## src/rtl/ptp_tod_pkg.sv

```systemverilog
package ptp_tod_pkg;
  localparam int NS_W    = 64;
  localparam int FRAC_W  = 32;
  localparam int STEP_W  = 64;
  localparam int DATA_W  = 64;
  localparam int ADDR_W  = 12;
  localparam int ACC_W   = NS_W + FRAC_W;
  localparam int LO_NS_W = DATA_W - FRAC_W;

  localparam logic [ADDR_W-1:0] OFS_CTRL = 12'hF00;
  localparam logic [ADDR_W-1:0] OFS_FINE = 12'hF08;
  localparam logic [ADDR_W-1:0] OFS_CRSE = 12'hF10;
  localparam logic [ADDR_W-1:0] OFS_STEP = 12'hF18;

  typedef enum logic [2:0] {
    SEL_NONE,
    SEL_CTRL,
    SEL_FINE,
    SEL_CRSE,
    SEL_STEP
  } reg_sel_e;
endpackage

```

## src/rtl/ptp_rst_sync.sv

```systemverilog
module ptp_rst_sync #(
  parameter int STAGES = 2
) (
  input  logic clk,
  input  logic rst_n,
  output logic rst_n_sync
);
  logic [STAGES-1:0] sync_q;
  logic [STAGES-1:0] sync_d;

  always_comb begin
    sync_d = {sync_q[STAGES-2:0], 1'b1};
  end

  always_ff @(posedge clk or negedge rst_n) begin
    if (!rst_n) sync_q <= '0;
    else        sync_q <= sync_d;
  end

  assign rst_n_sync = sync_q[STAGES-1];
endmodule

```

## src/rtl/ptp_tod_accum.sv

```systemverilog
module ptp_tod_accum
  import ptp_tod_pkg::*;
#(
  parameter int N_W = NS_W,
  parameter int F_W = FRAC_W,
  parameter int S_W = STEP_W
) (
  input  logic           clk,
  input  logic           rst_n,
  input  logic           count_en,
  input  logic [S_W-1:0] step,
  output logic [N_W-1:0] ns,
  output logic [F_W-1:0] frac
);
  localparam int A_W = N_W + F_W;

  logic [A_W-1:0] acc_q;
  logic [A_W-1:0] acc_d;

  always_comb begin
    acc_d = acc_q + A_W'(step);
  end

  always_ff @(posedge clk or negedge rst_n) begin
    if (!rst_n)        acc_q <= '0;
    else if (count_en) acc_q <= acc_d;
  end

  assign ns   = acc_q[A_W-1:F_W];
  assign frac = acc_q[F_W-1:0];
endmodule

```

## src/rtl/ptp_tod_regfile.sv

```systemverilog
module ptp_tod_regfile
  import ptp_tod_pkg::*;
#(
  parameter logic [ADDR_W-1:0] CTRL_A = OFS_CTRL,
  parameter logic [ADDR_W-1:0] FINE_A = OFS_FINE,
  parameter logic [ADDR_W-1:0] CRSE_A = OFS_CRSE,
  parameter logic [ADDR_W-1:0] STEP_A = OFS_STEP
) (
  input  logic              clk,
  input  logic              rst_n,
  input  logic              wr_en,
  input  logic              rd_en,
  input  logic [ADDR_W-1:0] addr,
  input  logic [DATA_W-1:0] wdata,
  input  logic [NS_W-1:0]   ns,
  input  logic [FRAC_W-1:0] frac,
  output logic              count_en,
  output logic [STEP_W-1:0] step,
  output logic [DATA_W-1:0] rdata,
  output logic              rd_valid
);
  reg_sel_e          sel;
  logic              run_q, run_d;
  logic [STEP_W-1:0] step_q, step_d;
  logic [NS_W-1:0]   snap_q, snap_d;
  logic              pend_q, pend_d;
  logic [DATA_W-1:0] rdata_q, rdata_d;
  logic              rvld_q;

  always_comb begin
    unique case (addr)
      CTRL_A:  sel = SEL_CTRL;
      FINE_A:  sel = SEL_FINE;
      CRSE_A:  sel = SEL_CRSE;
      STEP_A:  sel = SEL_STEP;
      default: sel = SEL_NONE;
    endcase
  end

  always_comb begin
    run_d   = run_q;
    step_d  = step_q;
    snap_d  = snap_q;
    pend_d  = pend_q;
    rdata_d = '0;
    if (wr_en && sel == SEL_CTRL) run_d  = wdata[0];
    if (wr_en && sel == SEL_STEP) step_d = wdata;
    if (rd_en) begin
      unique case (sel)
        SEL_CTRL: rdata_d = DATA_W'(run_q);
        SEL_FINE: begin
          rdata_d = {ns[LO_NS_W-1:0], frac};
          snap_d  = ns;
          pend_d  = 1'b1;
        end
        SEL_CRSE: begin
          rdata_d = pend_q ? snap_q : ns;
          pend_d  = 1'b0;
        end
        SEL_STEP: rdata_d = step_q;
        default:  rdata_d = '0;
      endcase
    end
  end

  always_ff @(posedge clk or negedge rst_n) begin
    if (!rst_n) begin
      run_q  <= 1'b0;
      step_q <= '0;
      snap_q <= '0;
      pend_q <= 1'b0;
      rvld_q <= 1'b0;
    end else begin
      run_q  <= run_d;
      step_q <= step_d;
      snap_q <= snap_d;
      pend_q <= pend_d;
      rvld_q <= rd_en;
    end
  end

  always_ff @(posedge clk or negedge rst_n) begin
    if (!rst_n)     rdata_q <= '0;
    else if (rd_en) rdata_q <= rdata_d;
  end

  assign count_en = run_q;
  assign step     = step_q;
  assign rdata    = rdata_q;
  assign rd_valid = rvld_q;
endmodule

```

## src/rtl/ptp_tod_counter.sv

```systemverilog
module ptp_tod_counter
  import ptp_tod_pkg::*;
#(
  parameter int                RST_STAGES = 2,
  parameter logic [ADDR_W-1:0] CTRL_A     = OFS_CTRL,
  parameter logic [ADDR_W-1:0] FINE_A     = OFS_FINE,
  parameter logic [ADDR_W-1:0] CRSE_A     = OFS_CRSE,
  parameter logic [ADDR_W-1:0] STEP_A     = OFS_STEP
) (
  input  logic              clk,
  input  logic              rst_n,
  input  logic              wr_en,
  input  logic              rd_en,
  input  logic [ADDR_W-1:0] addr,
  input  logic [DATA_W-1:0] wdata,
  output logic [DATA_W-1:0] rdata,
  output logic              rd_valid
);
  logic              rst_n_core;
  logic              count_en;
  logic [STEP_W-1:0] step;
  logic [NS_W-1:0]   ns;
  logic [FRAC_W-1:0] frac;

  ptp_rst_sync #(.STAGES(RST_STAGES)) u_rst (
    .clk        (clk),
    .rst_n      (rst_n),
    .rst_n_sync (rst_n_core)
  );

  ptp_tod_accum #(.N_W(NS_W), .F_W(FRAC_W), .S_W(STEP_W)) u_acc (
    .clk      (clk),
    .rst_n    (rst_n_core),
    .count_en (count_en),
    .step     (step),
    .ns       (ns),
    .frac     (frac)
  );

  ptp_tod_regfile #(
    .CTRL_A(CTRL_A), .FINE_A(FINE_A), .CRSE_A(CRSE_A), .STEP_A(STEP_A)
  ) u_regs (
    .clk      (clk),
    .rst_n    (rst_n_core),
    .wr_en    (wr_en),
    .rd_en    (rd_en),
    .addr     (addr),
    .wdata    (wdata),
    .ns       (ns),
    .frac     (frac),
    .count_en (count_en),
    .step     (step),
    .rdata    (rdata),
    .rd_valid (rd_valid)
  );
endmodule

```

## config.mk

```make
export PLATFORM = sky130hd
export DESIGN_NAME = ptp_tod_counter
export DESIGN_NICKNAME = d
export VERILOG_FILES = /design/src/rtl/ptp_tod_pkg.sv /design/src/rtl/ptp_rst_sync.sv /design/src/rtl/ptp_tod_accum.sv /design/src/rtl/ptp_tod_regfile.sv /design/src/rtl/ptp_tod_counter.sv
export SDC_FILE = /design/constraint.sdc
export NUM_CORES = 1
export LEC_CHECK = 0
export BUFFER_PORTS_ARGS = -buffer_cell sky130_fd_sc_hd__buf_2
export CAP_MARGIN = 10
export CORE_MARGIN = 3
export CORE_UTILIZATION = 55
export CTS_CLUSTER_DIAMETER = 60
export CTS_CLUSTER_SIZE = 40
export DETAILED_ROUTE_END_ITERATION = 8
export GPL_TIMING_DRIVEN = 0
export PLACE_DENSITY = 0.74
export RECOVER_POWER = 50
export SLEW_MARGIN = 20
export SYNTH_ARGS = -nofsm -noshare
export SYNTH_HDL_FRONTEND = slang
export SYNTH_SLANG_ARGS = --single-unit
export TNS_END_PERCENT = 50
```

## constraint.sdc

```tcl
create_clock -name clk -period 25.3 [get_ports clk]
set_input_delay 0 -clock clk [delete_from_list [all_inputs] [get_ports clk]]
set_output_delay 0 -clock clk [all_outputs]
set_load 0.1 [all_outputs]
```

Yosys cells after proc, flatten, opt, wreduce, memory -nomap -nowiden
Cells that the tools add are included.
{"block": "op_classes", "eq_ne": 8, "n_reduce_logical": 5, "muxes": 4, "n_addsub": 1}
{"cell": "$pmux 64 s4", "n": 1}
{"cell": "$add 96x64->96", "n": 1}
{"cell": "$mux 64", "n": 1}
{"cell": "$eq 12x12->1 const B", "n": 4}
{"cell": "$pmux 3 s4", "n": 1}
{"cell": "$eq 3x2->1 const B", "n": 2}
{"cell": "$reduce_and 2->1", "n": 2}
{"cell": "$eq 3x1->1 const B", "n": 1}
{"cell": "$eq 3x3->1 const B", "n": 1}
{"cell": "$logic_and 1x1->1", "n": 2}
{"cell": "$pmux 1 s2", "n": 1}
{"cell": "$reduce_bool 2->1", "n": 1}
{"block": "word_totals", "in_bits": 80, "ff_bits": 293, "elab_cells": 26, "out_inout_bits": 65}

Logic depth before layout (Yosys ltp)
{"block": "depth", "word_depth": 5, "ltp_mapped": 13, "mapped_depth_nobuf": 12}

Modules after synthesis
Synthesis repeated with hierarchy kept, for this count alone.
{"block": "hier_totals", "hier_cells": 1671, "area_unflattened_um2": 16945.0}
{"module": "ptp_tod_regfile", "cells_per_inst": 790, "instances": 1, "area_per_inst_um2": 9092.5, "seq_area_each_um2": 4879.7}
{"module": "ptp_tod_accum", "cells_per_inst": 878, "instances": 1, "area_per_inst_um2": 7798.7, "seq_area_each_um2": 2402.3}
{"module": "ptp_rst_sync", "cells_per_inst": 3, "instances": 1, "area_per_inst_um2": 53.8, "seq_area_each_um2": 50.0}

Least setup slack after synthesis
OpenSTA, ideal clock, no wires.
{"block": "synth_path", "kind": "reg-to-reg", "startpoint": "register u_regs.step_q[0] (netlist: u_regs.step[0])", "endpoint": "register u_acc.acc_q[56]", "required_time_ps": 25175, "arrival_time_ps": 2903, "n_path_buf": 0, "path_stages_with_launch": 13, "synth_period_minus_slack_ps": 3028, "path_slack_ps": 22272, "setup_ps": 125, "path_cell_list": "dfrtp_1 ha_1 fa_1 a21oi_1 o211a_1 o21ai_0 a21oi_1 o21ai_0 a31o_2 a21oi_1 o21ai_0 xor2_1 mux2_2"}
{"block": "synth_between", "elab_chain_cells": 1}
{"element": "start, declared", "line": "ptp_tod_regfile.sv:24", "text": "logic [STEP_W-1:0] step_q, step_d;"}
{"element": "start signal, assigned", "line": "ptp_tod_regfile.sv:75", "text": "step_q <= step_d;"}
{"element": "$add 96x64->96", "line": "ptp_tod_accum.sv:21", "text": "acc_d = acc_q + A_W'(step);"}
{"element": "end signal, assigned", "line": "ptp_tod_accum.sv:25", "text": "if (!rst_n) acc_q <= '0;"}
{"element": "end signal, assigned", "line": "ptp_tod_accum.sv:26", "text": "else if (count_en) acc_q <= acc_d;"}
{"element": "end, declared", "line": "ptp_tod_accum.sv:17", "text": "logic [A_W-1:0] acc_q;"}
No other way between the ends.
A chain may end at the register's enable or synchronous reset.

==> results_dict.tcl <==
set metrics [dict create \
    outcome "finished, violations left" \
    violations "max-capacitance violations, max-slew violations" \
    synthCells 1668 \
    overflow 0 \
    synth_edf_count 0 \
    p_sw_mw 0.2615 \
    slew_violations 275 \
    hold_viol 0 \
    crit_required_ns 25.40 \
    synth_top_family_by_area "multiplexers" \
    cellLeakagePower_nw 9.444 \
    r2r-end "u_regs.step[8]" \
    grt_pass1_vias 14110 \
    synth_most_common_cell "dfrtp_1" \
    min_from "addr[7]" \
    routedWlPerCell_um 21.79 \
    nFillCells 2404 \
    port_buffers 144 \
    rsz0062_at_grt "no" \
    hpwl_um 37940 \
    cts_resized 0 \
    post_cts_buffers 0 \
    crit_start "u_rst.sync_q[1]" \
    htree_num_levels 1 \
    rows 63 \
    m1WireLength_um 21040 \
    core_area_sq_um 29870 \
    place_inst 2208 \
    root_buffer "clkbuf_16" \
    synth_area_per_cell_sq_um 10.10 \
    clockBufferDepth 3 \
    worst-endpoint-arrival_ns 6.24 \
    vias_per_cell 6.042 \
    ys_seq_elements 293 \
    path_cells "clkbuf_1 > clkbuf_1 > clkbuf_1" \
    met2_length_um 24880 \
    syn_to_final_growth_pct 17.15 \
    synth_warnings 0 \
    slowest_stage "clkbuf_1" \
    cts_tree "built" \
    yosysTopAreaCellShare_pct 43.54 \
    antenna_found_initial 0 \
    rrSetupSlack_ns 19.16 \
    maxCapViolCount 6 \
    syn_area_sq_um 16840 \
    fmax_mhz 162.9 \
    finalWirelength_um 50710 \
    clkPwrFrac_pct 47.2 \
    grt_pass1_wl_um 78810 \
    die_w_um 181.0 \
    power.share.sequential_pct 48.4 \
    synth_area_leader_cell "dfrtp_1" \
    relSlewSlack_pct -103.7 \
    hold_slack_ns 0.06272 \
    powerDensity_nw_per_um2 49.46 \
    synth_nets 1813 \
    drc 0 \
    synthArstFlopShare_pct 100.0 \
    synthMuxAreaShare_pct 16.31 \
    regToRegStartpoint "u_rst.sync_q[1]" \
    max_stage_delay_ns 1.94 \
    firstDrtPassIters 6 \
    fin_crit_ns 6.137 \
    die_h_um 181.0 \
    initial_core_util_pct 56.36 \
    synthTopCellsByArea "dfrtp_1 44%, mux2_2 12%, ha_1 4.8%, mux2i_1 3.8%, o21ai_0 3.7%" \
    pin_count 145 \
    worstPathMaxFanout 49 \
    end_kind "asynchronous set/reset pin" \
    period_share_pct 24.26 \
    cpMostUsedCell "clkbuf_1" \
    synth_compound_area_share_pct 15.96 \
    nNetsFinal 2062 \
    synthSimpleGateAreaFrac_pct 9.912 \
    instances_no_fill 2327 \
    path_class "register to asynchronous set/reset pin" \
    design.die.area_sq_um 32750 \
    drtIter0Drc 1109 \
    combPwrFrac_pct 4.4 \
    internal_power_mw 0.7143 \
    tightest_slew_ns 3.056 \
    cts_inserted_buffers 26 \
    holdPathStages 4 \
    min_to "u_regs.pend_q" \
    ir_worst_vdd_v 0.00005409 \
    met3_length_um 3096 \
    gr-usage-all-layers_pct 30.25 \
    crit_path_start_kind "register" \
    hold_path.class "input port to register" \
    num_antenna_cells 0 \
    fin_skew_ns 0.02244 \
    rr_worst_depth 3 \
    synth_common_cells "293 x dfrtp_1, 185 x mux2_2, 149 x nand2_1" \
    cts.sinks 293 \
    ant_nets 0 \
    finalSetupViolations 0 \
    p_total_mw 0.9758 \
    clk_pin_slew_worst_paths_ns 0.09 \
    fin_util_pct 66.03 \
    drive_gt1_share_pct 18.64 \
    gp_congestion 0.9540 \
    sw_frac_of_total_pct 26.79 \
    synth_fa_ha_area_share_pct 4.874 \
    grt_max_degree 59 \
    ys_dominant_reg_cell "dfrtp_1" \
    vias 14060 \
    synthXorXnorAreaFrac_pct 4.874 \
    synth_cell_type_count 77 \
    insertion_delay_ns 0.57 \
    fin_tns_setup_ns 0 \
    seq_area_frac_synth_pct 43.54 \
    route.top_layer_used "met4" \
]
-- cells by family after synthesis --
kind of cell,after synthesis
AO/OA/AOI/OAI,438
XOR/XNOR,92
adder cells (fa/ha/maj),65
buffers and inverters,190
flip-flops,293
multiplexers,250
other,1
AND/OR/NAND/NOR,339
-- cell usage in the layout, fill, tap and decap left out, drive strengths merged, types with 44 or more instances in the layout --
cell type / count
o21ai: 126
nand2: 150
mux2i: 64
ha: 64
xnor2: 62
buf: 109
inv: 100
dfrtp: 293
nand4: 44
nor2: 57
dlygate4sd3: 71
a21oi: 101
mux2: 185
a22oi: 63
o22ai: 64
clkbuf: 171
-- routing by layer --
layer	vias to the layer above	global-route usage [%]
li1	6521	-
met1	6932	39.58
met2	504	52.64
met3	102	4.027
met4	0	9.232
met5	-	0
-- how the worst max path moves through the flow --
stage	to	cells past startpoint
after floorplan	u_acc.acc_q[0]	0
after global placement	u_regs.step[11]	0
after detailed placement	u_acc.acc_q[56]	12
after CTS	u_acc.acc_q[56]	12
after global routing	u_regs.step[8]	3
final	u_regs.step[8]	3
-- timing repair --
item / CTS / global route
endpoints found under the hold margin: 70 / 0
setup endpoints to repair: 0 / 0
hold buffers: 71 / 0
-- power by group through the flow --
stage               registers (mW)  clock network (mW)  logic, mW
finish                       0.472               0.461     0.0426
global route                 0.473               0.486     0.0469
CTS                          0.472               0.468     0.0450
detailed placement           0.482                   0     0.0368
global placement             0.490                   0     0.0247
floorplan                    0.487                   0     0.0120
-- layout make-up --
type	instances	area (sq um)	share of cell area, %
Tap cell	390	488.0	2.474
Timing Repair Buffer	221	1371	6.952
Inverter	87	326.6	1.655
Clock buffer	27	675.6	3.425
Sequential cell	293	7332	37.17
Multi-Input combinational cell	1185	8755	44.38
Clock inverter	21	345.3	1.751
Buffer	103	432.9	2.195
-- flip-flops by register name, indices dropped and copies added, names as in the netlist --
signal	cells
u_regs.step	64
u_acc.acc_q	96
u_regs.rdata	64
u_regs.rd_valid	1
u_rst.sync_q	2
u_regs.pend_q	1
u_regs.snap_q	64
u_regs.count_en	1
-- per-stage QoR --
step | instance area (sq um) | setup WS [ns]
floorplan | 16840 | 16.53
global placement | 18050 | 13.39
detailed placement | 18210 | 21.43
CTS | 19940 | 21.41
global route | 19730 | 17.91
finish | 19730 | 19.16
-- critical path: cells and delay by family (launching register included) --
family   cells  cell delay (ns)
buf+inv      3             4.57
flops        1             1.04
No activity file was read; power rests on OpenSTA's default activity.
